<file path="src/rtl/pwm_cmp_pkg.sv">
package pwm_cmp_pkg;

  // Decoded compare results handed from the comparator to the output stage.
  typedef struct packed {
    logic at_zero;
    logic at_duty;
  } pwm_flags_t;

endpackage

</file>
<file path="src/rtl/pwm_rst_sync.sv">
module pwm_rst_sync (
  input  logic clk,
  input  logic rst_n,
  output logic rst_sync_n
);

  logic stage1_q;
  logic stage2_q;

  always_ff @(posedge clk or negedge rst_n) begin
    if (!rst_n) begin
      stage1_q <= 1'b0;
      stage2_q <= 1'b0;
    end else begin
      stage1_q <= 1'b1;
      stage2_q <= stage1_q;
    end
  end

  assign rst_sync_n = stage2_q;

endmodule

</file>
<file path="src/rtl/pwm_free_cnt.sv">
module pwm_free_cnt #(
  parameter int W = 8
) (
  input  logic         clk,
  input  logic         rst_n,
  output logic [W-1:0] cnt,
  output logic         wrap
);

  localparam logic [W-1:0] LAST = {W{1'b1}};
  localparam logic [W-1:0] STEP = {{(W-1){1'b0}}, 1'b1};

  logic [W-1:0] cnt_q;
  logic [W-1:0] cnt_d;

  always_comb begin
    cnt_d = cnt_q + STEP;
  end

  always_ff @(posedge clk or negedge rst_n) begin
    if (!rst_n) cnt_q <= '0;
    else        cnt_q <= cnt_d;
  end

  assign cnt  = cnt_q;
  assign wrap = (cnt_q == LAST);

  assert_cnt_step_R1: assert property (@(posedge clk) disable iff (!rst_n)
    1'b1 |=> (cnt_q == $past(cnt_q) + STEP));

  assert_wrap_to_zero_R1: assert property (@(posedge clk) disable iff (!rst_n)
    wrap |=> (cnt_q == '0));

endmodule

</file>
<file path="src/rtl/pwm_duty_store.sv">
module pwm_duty_store #(
  parameter int W = 8
) (
  input  logic         clk,
  input  logic         rst_n,
  input  logic [W-1:0] duty_in,
  input  logic         duty_ld,
  input  logic         wrap,
  output logic [W-1:0] duty_act
);

  logic         ld_prev_q;
  logic         ld_rise;
  logic [W-1:0] hold_q;
  logic [W-1:0] hold_d;
  logic [W-1:0] act_q;
  logic [W-1:0] act_d;

  // Next-state logic: edge detect, capture, apply on wrap.
  always_comb begin
    ld_rise = duty_ld & ~ld_prev_q;
    hold_d  = ld_rise ? duty_in : hold_q;
    act_d   = wrap ? hold_q : act_q;
  end

  always_ff @(posedge clk or negedge rst_n) begin
    if (!rst_n) begin
      ld_prev_q <= 1'b0;
      hold_q    <= '0;
      act_q     <= '0;
    end else begin
      ld_prev_q <= duty_ld;
      hold_q    <= hold_d;
      act_q     <= act_d;
    end
  end

  assign duty_act = act_q;

  assert_hold_stable_R2: assert property (@(posedge clk) disable iff (!rst_n)
    !(duty_ld && !ld_prev_q) |=> $stable(hold_q));

  assert_act_only_on_wrap_R3: assert property (@(posedge clk) disable iff (!rst_n)
    !wrap |=> $stable(act_q));

endmodule

</file>
<file path="src/rtl/pwm_match.sv">
module pwm_match
  import pwm_cmp_pkg::*;
#(
  parameter int W = 8
) (
  input  logic [W-1:0] cnt,
  input  logic [W-1:0] duty_act,
  output pwm_flags_t   flags
);

  logic [W-1:0] diff;

  // One XOR per bit, then a NOR reduction for each flag.
  for (genvar b = 0; b < W; b++) begin : g_bit
    assign diff[b] = cnt[b] ^ duty_act[b];
  end

  assign flags.at_zero = ~|cnt;
  assign flags.at_duty = ~|diff;

endmodule

</file>
<file path="src/rtl/pwm_sr_out.sv">
module pwm_sr_out
  import pwm_cmp_pkg::*;
(
  input  logic       clk,
  input  logic       rst_n,
  input  pwm_flags_t flags,
  output logic       pwm
);

  logic out_q;
  logic out_d;

  // Clear has priority over set.
  always_comb begin
    if (flags.at_duty)      out_d = 1'b0;
    else if (flags.at_zero) out_d = 1'b1;
    else                    out_d = out_q;
  end

  always_ff @(posedge clk or negedge rst_n) begin
    if (!rst_n) out_q <= 1'b0;
    else        out_q <= out_d;
  end

  assign pwm = out_q;

  assert_clear_wins_R5: assert property (@(posedge clk) disable iff (!rst_n)
    flags.at_duty |=> !out_q);

  assert_set_on_zero_R5: assert property (@(posedge clk) disable iff (!rst_n)
    (flags.at_zero && !flags.at_duty) |=> out_q);

  assert_hold_between_R5: assert property (@(posedge clk) disable iff (!rst_n)
    (!flags.at_zero && !flags.at_duty) |=> $stable(out_q));

endmodule

</file>
<file path="src/rtl/pwm_cmp_top.sv">
module pwm_cmp_top
  import pwm_cmp_pkg::*;
#(
  parameter int W = 8
) (
  input  logic         clk,
  input  logic         rst_n,
  input  logic [W-1:0] duty_in,
  input  logic         duty_ld,
  output logic         pwm_o,
  output logic [W-1:0] cnt_o,
  output logic         zero_o,
  output logic         eq_o
);

  logic         rst_int_n;
  logic [W-1:0] cnt;
  logic         wrap;
  logic [W-1:0] duty_act;
  pwm_flags_t   flags;

  pwm_rst_sync u_rst (
    .clk        (clk),
    .rst_n      (rst_n),
    .rst_sync_n (rst_int_n)
  );

  pwm_free_cnt #(.W(W)) u_cnt (
    .clk   (clk),
    .rst_n (rst_int_n),
    .cnt   (cnt),
    .wrap  (wrap)
  );

  pwm_duty_store #(.W(W)) u_duty (
    .clk      (clk),
    .rst_n    (rst_int_n),
    .duty_in  (duty_in),
    .duty_ld  (duty_ld),
    .wrap     (wrap),
    .duty_act (duty_act)
  );

  pwm_match #(.W(W)) u_match (
    .cnt      (cnt),
    .duty_act (duty_act),
    .flags    (flags)
  );

  pwm_sr_out u_out (
    .clk   (clk),
    .rst_n (rst_int_n),
    .flags (flags),
    .pwm   (pwm_o)
  );

  assign cnt_o  = cnt;
  assign zero_o = flags.at_zero;
  assign eq_o   = flags.at_duty;

  assert_idle_in_reset_R8: assert property (@(posedge clk)
    !rst_int_n |-> (!pwm_o && cnt == '0));

endmodule

</file>
<file path="config.mk">
export PLATFORM = sky130hd
export DESIGN_NAME = pwm_cmp_top
export DESIGN_NICKNAME = d
export VERILOG_FILES = /design/src/rtl/pwm_cmp_pkg.sv /design/src/rtl/pwm_rst_sync.sv /design/src/rtl/pwm_free_cnt.sv /design/src/rtl/pwm_duty_store.sv /design/src/rtl/pwm_match.sv /design/src/rtl/pwm_sr_out.sv /design/src/rtl/pwm_cmp_top.sv
export SDC_FILE = /design/constraint.sdc
export NUM_CORES = 1
export LEC_CHECK = 0
export ABC_CLOCK_PERIOD_IN_PS = 1210
export BUFFER_PORTS_ARGS = -buffer_cell sky130_fd_sc_hd__buf_2
export CAP_MARGIN = 20
export CELL_PAD_IN_SITES_DETAIL_PLACEMENT = 0
export CELL_PAD_IN_SITES_GLOBAL_PLACEMENT = 2
export CORE_MARGIN = 2
export CORE_UTILIZATION = 25
export CTS_CLUSTER_SIZE = 30
export DETAILED_ROUTE_END_ITERATION = 16
export PLACE_DENSITY_LB_ADDON = 0.1
export SYNTH_ARGS = -nofsm -noshare
export SYNTH_HDL_FRONTEND = slang
export SYNTH_HIERARCHICAL = 1
export SYNTH_SLANG_ARGS = --single-unit
</file>
<file path="constraint.sdc">
create_clock -name clk -period 1.21 [get_ports clk]
set_clock_uncertainty 0.05 [all_clocks]
set_input_delay 0.0605 -clock clk [delete_from_list [all_inputs] [get_ports clk]]
set_output_delay 0.0605 -clock clk [all_outputs]
set_load 0.01 [all_outputs]
</file>
==> run_results.csv <==
group,metric,value,unit
sta,setup_tns,-3.73,ns
yosys,syn_inst,81,
yosys,postSynthAreaPerCell,14.6,sq um
worst_setup_path,r2r_cells,6,
yosys,synth.distinct_cells,20,
routing,drc,0,
clock_network,cts_buffer_depth,2,
finish,area_growth,57.1,%
clock_network,cts_tree,"yes",
floorplan,start_util,25.6,%
global_routing,grt_pass1_wl,4.41,mm
global_routing,grtUsageTotal,11.0,%
sta,fin_crit,1.65,ns
worst_setup_path,cp-end-kind,"output port",
routing,routed-via-count,801,
worst_setup_path,crit_cells,4,
clock_network,cts.clk_slew.worst_paths,0.09,ns
worst_setup_path,worstSetupPathType,"flip-flop to output port",
worst_setup_path,cp_slowest_cell,"or4_4",
sta,max_clock_freq,0.606,GHz
worst_setup_path,critPathLaunchType,"flip-flop",
power_and_ir_drop,total_power,1.72,mW
global_routing,grt_pass1_vias,882,
placed_design,gp_congestion,0.678,
outcome,status,"finished with violations",
placed_design,place_area,0.00150,sq mm
clock_network,cts_buffers,3,
clock_network,clock-sinks,28,
sta,grt_setup_unrepaired,"yes",
min_path,min_path_type,"primary input to async pin",
yosys,ys_ff_latch,28,
worst_setup_path,cp.arrival,1.54,ns
worst_setup_path,cp_common_cell,"buf_6",
worst_setup_path,critPathLaunch,"u_cnt/cnt[4]$_DFF_PN0_",
yosys,synth_area,0.00118,sq mm
clock_network,clock_latency,0.27,ns
routing,ant_nets,0,
global_routing,antenna_found_initial,0,
worst_setup_path,worstPathMaxFanout,2,
worst_setup_path,required,1.10,ns
global_routing,grt_max_degree,27,
sta,setup_violations,12,
global_routing,overflow,0,
placed_design,portBuffers,21,
placed_design,dpl.hpwl,1.73,mm
placed_design,pre_cts_slack,-0.312,ns
worst_setup_path,worstReg2RegEnd,"u_out/pwm$_DFFE_PN0P_",
floorplan,die_area,0.00530,sq mm
routing,drtIter0Drc,12,
power_and_ir_drop,ir_worst_vdd,393,uV
routing,dr.pass1.iters,4,
yosys,syn_nets,93,
sta,finalCritPeriodShare,136,%
finish,antenna_cells,0,
routing,routed_wirelength,2.51,mm
worst_setup_path,cp-endpoint,"zero_o",
power_and_ir_drop,power_density,927,mW/mm^2
floorplan,fp-row-count,25,
job,cap_violations,0,
yosys,ys_seq_area_share,59.2,%
floorplan,die_w,72.8,um
sta,fin_ws,-0.441,ns
sta,hold_violations,0,
sta,timing.hold.ws,0.0384,ns
clock_network,cts-root-buf,"clkbuf_8",
worst_setup_path,crit_path_max_incr_delay,0.54,ns
finish,fillers,446,
clock_network,h-tree-depth,1,
worst_setup_path,r2r_setup_slack,-0.36,ns
routing,vias_per_cell,4.19,
floorplan,core,0.00463,sq mm
finish,nets,150,
worst_setup_path,crit_buf_inv,2,
worst_setup_path,crit_path_cell_trace,"buf_6 -> or4_4 -> nor2_4 -> buf_6",
finish,drive_above_1_share,61.3,%
sta,slew_violations,0,
worst_setup_path,crit_family,"simple AND/OR/NAND/NOR gates",
outcome,violations,"setup timing",
finish,postLayoutCellArea,0.00186,sq mm
worst_setup_path,r2r_start,"u_cnt/cnt[4]$_DFF_PN0_",
floorplan,die_y,72.8,um
floorplan,io_pins,22,
power_and_ir_drop,leakage,0.870,nW
routing,wl_per_cell,13.1,um
yosys,ys_warn_count,6,
==> power breakdown <==
part / switching (mW) / internal (mW)
clock: 0.286 / 0.291
combinational: 0.0436 / 0.0988
sequential: 0.0251 / 0.979
total: 0.355 / 1.37
==> Yosys cell counts (all sizes together) <==
library cell	count	share of area, %
and3	1	0.53
buf	2	1.4
conb	1	0.32
dfrtp	28	59
ha	1	1.1
inv	2	0.63
mux2	16	18
nand2	2	0.63
nand3	3	1.7
nand4	2	1.1
nor2	4	1.3
nor2b	1	1.2
nor3	1	0.85
o21ba	1	0.85
or4	2	1.3
xnor2	11	8.1
xor2	3	2.2
==> worst reg2reg max path, delay by kind of cell, from the launching register on <==
family	cells	cell delay [ns]
and+or+nand+nor	2	0.65
DFF	1	0.40
buffers and inverters	3	0.32
AOI/OAI and AO/OA	1	0.10
==> worst min-delay path by stage <==
stage	from	to	slack [ns]	depth (start not counted)
after global placement	rst_n	u_rst/stage1_q$_DFF_PN0_	-0.20	1
after floorplan	rst_n	u_rst/rst_sync_n$_DFF_PN0_	-0.29	0
after detailed placement	rst_n	u_rst/rst_sync_n$_DFF_PN0_	-0.20	1
after CTS	rst_n	u_rst/stage1_q$_DFF_PN0_	0.03	2
final	rst_n	u_rst/rst_sync_n$_DFF_PN0_	0.04	2
after global routing	rst_n	u_rst/rst_sync_n$_DFF_PN0_	0.04	2
==> routing by layer <==
layer / GRT usage, % / routed length [um] / vias up
met5: 0 / 0 / -
met4: 4.32 / 24 / 0
met3: 2.35 / 72 / 2
met2: 17.1 / 1180 / 15
met1: 15.0 / 1230 / 394
li1: - / - / 390
==> sequential cells by signal, summed over array words and instances, names as in the netlist <==
register          flops
u_duty/duty_act       8
u_rst/stage1_q        1
u_out/pwm             1
u_cnt/cnt             8
u_duty/hold_q         8
u_duty/ld_prev_q      1
u_rst/rst_sync_n      1
==> cell families (layout without fill, tap and decap cells) <==
group,after synthesis,after routing,synth area share [%]
buf+inv,4,60,2.01
fa+ha+maj,1,1,1.06
flops,28,28,59.2
mux,16,16,17.8
compound gates,1,1,0.846
other cells,1,1,0.317
xor+xnor,14,14,10.4
simple gates,16,16,8.46
==> stage by stage <==
step	utilization (%)	std cells
finish	40.2	191
global route	40.2	191
detailed placement	32.5	170
global placement	32.5	170
floorplan	-	81
CTS	39.4	193
==> area by class of cell <==
| type | instances | area [sq um] | share of cell area, % |
|---|---|---|---|
| flip-flops and latches | 28 | 707 | 38.0 |
| multi-input cells | 49 | 567 | 30.5 |
| repair buffers | 54 | 455 | 24.5 |
| well taps | 54 | 67.6 | 3.63 |
| clock buffers | 4 | 55.1 | 2.96 |
| inverters | 2 | 7.51 | 0.404 |
==> cells in the final DEF (no fill, tap or decap), drive strengths merged <==
cell type and n:
xnor2 11, nor3 1, nand3 3, dfrtp 28
inv 2, nand4 2, nor2b 1, nor2 4
o21ba 1, clkbuf 4, mux2 16, ha 1
dlygate4sd3 10, and3 1, or4 2, conb 1
nand2 2, xor2 3, buf 44
==> repair_timing <==
action	in CTS	in global routing
cloned	0	0
endpoints found under the setup margin	13	19
pin swaps	8	3
buffers inserted	9	2
hold buffers	10	0
resized for setup	23	10
hold endpoints to repair	11	0
Power figures use the tool's default switching activity.
